[src/rtl/rx_ring_pkg.sv]
package rx_ring_pkg;
  localparam int LOG_W  = 4;
  localparam int STAT_W = 32;

  function automatic logic [LOG_W-1:0] clamp_log(input logic [LOG_W-1:0] v,
                                                 input int lo, input int hi);
    if (int'(v) < lo) return LOG_W'(lo);
    if (int'(v) > hi) return LOG_W'(hi);
    return v;
  endfunction
endpackage

[src/rtl/rx_ring_cfg.sv]
module rx_ring_cfg
  import rx_ring_pkg::*;
#(
  parameter int MIN_LOG2 = 4,
  parameter int MAX_LOG2 = 12,
  parameter int DEF_LOG2 = 8,
  parameter int IDX_W    = MAX_LOG2
) (
  input  logic             clk,
  input  logic             rst,
  input  logic             chan_en,
  input  logic [LOG_W-1:0] cfg_log2,
  output logic [IDX_W-1:0] idx_mask
);
  logic [LOG_W-1:0] size_log2;
  logic [IDX_W:0]   span;

  always_ff @(posedge clk) begin
    if (rst)          size_log2 <= LOG_W'(DEF_LOG2);
    else if (!chan_en) size_log2 <= clamp_log(cfg_log2, MIN_LOG2, MAX_LOG2);
  end

  always_comb begin
    span     = (IDX_W+1)'(1) << size_log2;
    idx_mask = IDX_W'(span - (IDX_W+1)'(1));
  end

  // size moves only when the channel was disabled
  p_size_hold_r8: assert property (@(posedge clk) disable iff (rst)
    $past(chan_en) |-> $stable(size_log2));
  // size stays inside the clamped range
  p_size_range_r8: assert property (@(posedge clk) disable iff (rst)
    (int'(size_log2) >= MIN_LOG2) && (int'(size_log2) <= MAX_LOG2));
endmodule

[src/rtl/rx_host_index.sv]
module rx_host_index #(
  parameter int IDX_W    = 12,
  parameter int STEP_LOG = 3
) (
  input  logic             clk,
  input  logic             rst,
  input  logic             wr_valid,
  input  logic [IDX_W-1:0] wr_index,
  input  logic [IDX_W-1:0] idx_mask,
  output logic [IDX_W-1:0] host_idx,
  output logic             wr_err
);
  logic misaligned, beyond;

  always_comb begin
    misaligned = |wr_index[STEP_LOG-1:0];
    beyond     = |(wr_index & ~idx_mask);
  end

  always_ff @(posedge clk) begin
    if (rst) begin
      host_idx <= '0;
      wr_err   <= 1'b0;
    end else begin
      wr_err <= wr_valid && (misaligned || beyond);
      if (wr_valid && !misaligned && !beyond) host_idx <= wr_index;
    end
  end

  // a refused write never moves the host index
  p_err_no_move_r4: assert property (@(posedge clk) disable iff (rst)
    wr_err |-> $stable(host_idx));
  // the stored index is always step aligned
  p_host_aligned_r4: assert property (@(posedge clk) disable iff (rst)
    host_idx[STEP_LOG-1:0] == '0);
endmodule

[src/rtl/rx_fill_ctrl.sv]
module rx_fill_ctrl #(
  parameter int IDX_W = 12
) (
  input  logic             clk,
  input  logic             rst,
  input  logic             chan_en,
  input  logic             irq_mask,
  input  logic             req,
  input  logic             close,
  input  logic [IDX_W-1:0] host_idx,
  input  logic [IDX_W-1:0] idx_mask,
  output logic             gnt,
  output logic [IDX_W-1:0] gnt_idx,
  output logic [IDX_W-1:0] status_idx,
  output logic             irq
);
  logic [IDX_W-1:0] fill_ptr, cls_ptr;
  logic room, take, open_bufs, do_close;

  always_comb begin
    room      = fill_ptr != host_idx;
    take      = req && chan_en && room;
    open_bufs = cls_ptr != fill_ptr;
    do_close  = close && open_bufs;
  end

  always_ff @(posedge clk) begin
    if (rst) begin
      fill_ptr <= '0;
      gnt      <= 1'b0;
      gnt_idx  <= '0;
    end else begin
      gnt <= take;
      if (take) begin
        gnt_idx  <= fill_ptr;
        fill_ptr <= (fill_ptr + IDX_W'(1)) & idx_mask;
      end
    end
  end

  always_ff @(posedge clk) begin
    if (rst) begin
      cls_ptr    <= '0;
      status_idx <= '0;
      irq        <= 1'b0;
    end else begin
      irq <= do_close && !irq_mask;
      if (do_close) begin
        status_idx <= cls_ptr;
        cls_ptr    <= (cls_ptr + IDX_W'(1)) & idx_mask;
      end
    end
  end

  // a grant needs an enabled request in the prior cycle
  p_grant_cause_r10: assert property (@(posedge clk) disable iff (rst)
    gnt |-> $past(req && chan_en));
  // the slot at the host index is never granted
  p_no_grant_full_r3: assert property (@(posedge clk) disable iff (rst)
    gnt |-> (gnt_idx != $past(host_idx)));
  // status changes only after a close
  p_status_cause_r6: assert property (@(posedge clk) disable iff (rst)
    !$stable(status_idx) |-> $past(close));
  // no interrupt while masked
  p_irq_unmasked_r7: assert property (@(posedge clk) disable iff (rst)
    irq |-> $past(close && !irq_mask));
endmodule

[src/rtl/rx_ring_tracker.sv]
module rx_ring_tracker
  import rx_ring_pkg::*;
#(
  parameter int MIN_LOG2 = 4,
  parameter int MAX_LOG2 = 12,
  parameter int DEF_LOG2 = 8,
  parameter int STEP_LOG = 3
) (
  input  logic                  clk,
  input  logic                  rst,
  input  logic                  chan_en,
  input  logic [LOG_W-1:0]      cfg_log2,
  input  logic                  irq_mask,
  input  logic                  wr_valid,
  input  logic [MAX_LOG2-1:0]   wr_index,
  input  logic                  req,
  input  logic                  close,
  output logic                  gnt,
  output logic [MAX_LOG2-1:0]   gnt_idx,
  output logic [STAT_W-1:0]     status_word,
  output logic                  irq,
  output logic                  wr_err
);
  localparam int IDX_W = MAX_LOG2;

  logic [IDX_W-1:0] idx_mask, host_idx, status_idx;

  rx_ring_cfg #(.MIN_LOG2(MIN_LOG2), .MAX_LOG2(MAX_LOG2), .DEF_LOG2(DEF_LOG2),
                .IDX_W(IDX_W)) u_cfg (
    .clk(clk), .rst(rst), .chan_en(chan_en), .cfg_log2(cfg_log2),
    .idx_mask(idx_mask)
  );

  rx_host_index #(.IDX_W(IDX_W), .STEP_LOG(STEP_LOG)) u_host (
    .clk(clk), .rst(rst), .wr_valid(wr_valid), .wr_index(wr_index),
    .idx_mask(idx_mask), .host_idx(host_idx), .wr_err(wr_err)
  );

  rx_fill_ctrl #(.IDX_W(IDX_W)) u_fill (
    .clk(clk), .rst(rst), .chan_en(chan_en), .irq_mask(irq_mask),
    .req(req), .close(close), .host_idx(host_idx), .idx_mask(idx_mask),
    .gnt(gnt), .gnt_idx(gnt_idx), .status_idx(status_idx), .irq(irq)
  );

  assign status_word = STAT_W'(status_idx);

  // upper status bits stay clear
  p_status_upper_r6: assert property (@(posedge clk) disable iff (rst)
    status_word[STAT_W-1:12] == '0);
endmodule

[config.mk]
export PLATFORM = sky130hd
export DESIGN_NAME = rx_ring_tracker
export DESIGN_NICKNAME = d
export VERILOG_FILES = /design/src/rtl/rx_ring_pkg.sv /design/src/rtl/rx_ring_cfg.sv /design/src/rtl/rx_host_index.sv /design/src/rtl/rx_fill_ctrl.sv /design/src/rtl/rx_ring_tracker.sv
export SDC_FILE = /design/constraint.sdc
export NUM_CORES = 1
export LEC_CHECK = 0
export BUFFER_PORTS_ARGS = -buffer_cell sky130_fd_sc_hd__buf_2
export CAP_MARGIN = 20
export CORE_MARGIN = 2
export CORE_UTILIZATION = 44
export CTS_CLUSTER_DIAMETER = 60
export DETAILED_ROUTE_END_ITERATION = 10
export PLACE_DENSITY = 0.64
export SLEW_MARGIN = 30
export SYNTH_ARGS = -nofsm -noshare
export SYNTH_HDL_FRONTEND = slang
export SYNTH_HIERARCHICAL = 1
export SYNTH_SLANG_ARGS = --single-unit
[constraint.sdc]
create_clock -name clk -period 7.24 [get_ports clk]
set_input_delay 0.724 -clock clk [delete_from_list [all_inputs] [get_ports clk]]
set_output_delay 0.724 -clock clk [all_outputs]
set_load 0.01 [all_outputs]
==> impl_results.md <==
* Overall routed net length at 8.28 mm
* Vias in the first global route at 2751
* Syn Inst Count at 420
* Area after DPL at 3790 um^2
* CTS tree: done
* Clock buffer depth at 2
* WP data required at 7.48 ns
* Number of synthesized flops with an enable pin at 0
* CTS Buf Count at 9
* Synth Register Bits at 67
* Top Ports at 70
* Share of cells above drive strength 1 at 19.1%
* Critical path type: reg2reg
* NetSw at 0.000190 W
* Setup crit end kind: register
* Die H at 96.1 um
* Setup Buffers After CTS at 0
* First-pass GRT wire length at 13.5 mm
* YS warnings at 6
* Drt wl/cell at 14.8 um
* Hold Crit Class: reg2reg
* Total number of vias at 2995
* Max-cap violation count at 0
* Syn Area/Cell at 8.88 um^2
* Period minus WS final at 3.32 ns
* Die W at 96.1 um
* Period Utilization, post-route at 45.8%
* Final instance area at 3980 um^2
* Status: complete, no violations
* Clock Root Buffer: clkbuf_8
* Clk slew on worst S/H paths at 0.08 ns
* Hold Vio Cnt, Final at 0
* HPWL Detailed at 5.79 mm
* LEAKAGE at 1.66 nW
* Detail Route Antenna Nets at 0
* Starting Density at 45.4%
* Peak supply drop at 79.5 uV
* DRT Pass-1 Iters at 5
* Main synth FF type: dfxtp_1
* Sequential share of power at 51.6%
* DRC at 0
* Nets at 477
* Clock power frac at 40.4%
* Largest net degree at the start of global routing at 78
* Sw Share at 26.2%
* Setup TNS at 0 ns
* Grt ovf at 0
* Mapped Area at 3730 um^2
* Crit path arrival time at 3.56 ns
* Final Skew at 0.00670 ns
* Drt first-iter violations at 232
* Clk Latency, worst-skew pair at 0.36 ns
* Sequential cell area at 1340 um^2
* Slew headroom at 52.0%
* Cell area power density at 182 nW/um^2
* RSZ-0062 raised after global routing: no
* Hold Crit Depth at 1
* Total track usage at 19.2%
* Footprint of the multi-input gates at 2000 um^2
* Full die area at 9230 um^2
* FFs w/ async S/R, synth at 0%
* Combinational cell fraction of total power at 8.1%
* Std-Cell Rows at 33
* Resized Gates After CTS at 0
* Via-per-instance ratio at 5.34
* Worst Reg-to-Reg Cells at 11
* PortBufs at 49
* Fmax at 302 MHz
* Initial antenna violation count at 0
* Fillers at 807
* Final setup violation count at 0
* Hold-fix buffers, CTS at 0
* Area growth syn-to-layout at 6.71%
* Routability cong. at 0.832
* H-tree lvl count at 3
* Worst setup SP type: register
* Seq/Total Area, Yosys at 35.9%
* CORE AREA at 8220 um^2
* Worst Tran Pin Value at 0.720 ns
* TritonCTS Sinks at 67
* Critical Path Fanout Max at 16
* Synth unique cells at 53
* Pins Over Slew Limit at 0
* Internal at 0.000536 W
* # diodes at 0
[cells in the mapped netlist, drive strengths merged, types with 2 or more instances]
cell / number / area, um^2
dfxtp: 67 / 1340
buf: 39 / 343
nor2: 32 / 120
o21ai: 32 / 186
a21oi: 30 / 150
mux2i: 25 / 250
xnor2: 24 / 210
nand2: 21 / 78.8
nand2b: 16 / 100
nand4b: 15 / 131
inv: 14 / 52.6
clkbuf: 12 / 66.3
nor2b: 10 / 62.6
nand3: 9 / 45.0
or4: 9 / 67.6
nand4: 8 / 50.1
nor3: 7 / 35.0
nor3b: 7 / 57.6
and2: 6 / 41.3
and4: 3 / 26.3
ha: 3 / 37.5
nand3b: 3 / 22.5
nor4: 3 / 18.8
o21a: 3 / 22.5
a2111oi: 2 / 23.8
a222oi: 2 / 20.0
o31a: 2 / 18.8
o31ai: 2 / 42.5
or2: 2 / 15.0
or4b: 2 / 20.0
xor2: 2 / 17.5
[cell usage in the layout (no fill, tap or decap), types with 3 or more instances in the layout]
master	count
dfxtp_1	67
buf_2	49
nor2_1	32
a21oi_1	30
mux2i_1	25
xnor2_1	24
nand2_1	21
conb_1	20
o21ai_0	20
nand2b_1	16
nand4b_1	15
inv_1	14
clkbuf_8	11
nor2b_1	10
or4_1	9
nand3_1	9
nand4_1	8
nor3_1	7
o21ai_2	7
nor3b_1	6
o21ai_1	5
and2_1	4
buf_4	3
nand3b_1	3
ha_1	3
and4_1	3
o21a_1	3
nor4_1	3
[logic make-up after synthesis]
family | after synthesis | synth area share (%)
muxes | 25 | 6.71
other | 1 | 0.101
buffers and inverters | 65 | 12.4
adders and majority gates | 3 | 1.01
AOI/OAI and AO/OA | 76 | 13.0
xor gates and xnor gates | 26 | 6.10
DFF | 67 | 35.9
and+or+nand+nor | 157 | 24.7
[power groups by stage]
stage               Sequential [W]  Clock (W)  Combinational (W)
floorplan                 0.000380          0          0.0000542
finish                    0.000374   0.000293          0.0000587
global placement          0.000383          0          0.0000573
CTS                       0.000374   0.000301          0.0000583
global route              0.000375   0.000315          0.0000655
detailed placement        0.000383          0          0.0000582
[worst max-delay path: stages, from the launching register on]
cell	delay, ns
dfxtp_1	0.44
nor3_1	0.30
nand2b_1	0.14
ha_1	0.28
nor3_1	0.16
a21oi_1	0.05
o21ai_0	0.41
inv_1	0.11
a2111oi_2	0.37
and4_1	0.47
and2_4	0.33
o21ai_0	0.12
[state kept, by name (all words and copies together) (netlist names)]
signal and flops:
u_fill/gnt 1, u_host/wr_err 1, u_fill/fill_ptr 12, u_cfg/size_log2 4, u_fill/status_idx 12, u_fill/gnt_idx 12, u_host/host_idx 12, u_fill/irq 1
u_fill/cls_ptr 12
[metrics by stage]
stage | total power, W | std cells | setup slack (ns) | hold slack [ns] | util (%)
2_1_floorplan | 0.000435 | 439 | 4.62 | 0.462 | -
3_3_place_gp | 0.000440 | 545 | 4.12 | 0.468 | 46.2
3_5_place_dp | 0.000441 | 545 | 3.97 | 0.478 | 46.2
4_1_cts | 0.000734 | 561 | 3.97 | 0.492 | 48.5
5_1_grt | 0.000755 | 561 | 3.63 | 0.502 | 48.5
6_report | 0.000726 | 561 | 3.92 | 0.488 | 48.5
[final cells by class]
class	instances	share of cell area [%]
Multi-Input combinational cell	307	50.2
Sequential cell	67	33.7
Timing Repair Buffer	52	6.73
Clock buffer	11	3.80
Tap cell	105	3.30
Inverter	14	1.32
Clock inverter	5	0.943
[path summary, 6_finish.rpt]
kind,start,to,slack (ns)
min,u_host/host_idx[2]$_SDFFE_PP0P_,u_host/host_idx[2]$_SDFFE_PP0P_,0.49
min reg2reg,u_host/host_idx[2]$_SDFFE_PP0P_,u_host/host_idx[2]$_SDFFE_PP0P_,0.49
max reg2reg,u_cfg/size_log2[3]$_SDFFE_PP1N_,u_host/host_idx[3]$_SDFFE_PP0P_,3.92
max,u_cfg/size_log2[3]$_SDFFE_PP1N_,u_host/host_idx[3]$_SDFFE_PP0P_,3.92
[routing by layer]
| layer | global-route usage (%) | up-vias | part of all wire (%) |
|---|---|---|---|
| met5 | 0 | - | 0 |
| met4 | 10.6 | 0 | 2.8 |
| met3 | 3.60 | 23 | 5.5 |
| met2 | 27.6 | 98 | 43 |
| met1 | 26.8 | 1380 | 49 |
| li1 | - | 1494 | - |
(Power assumes the default switching activity.)
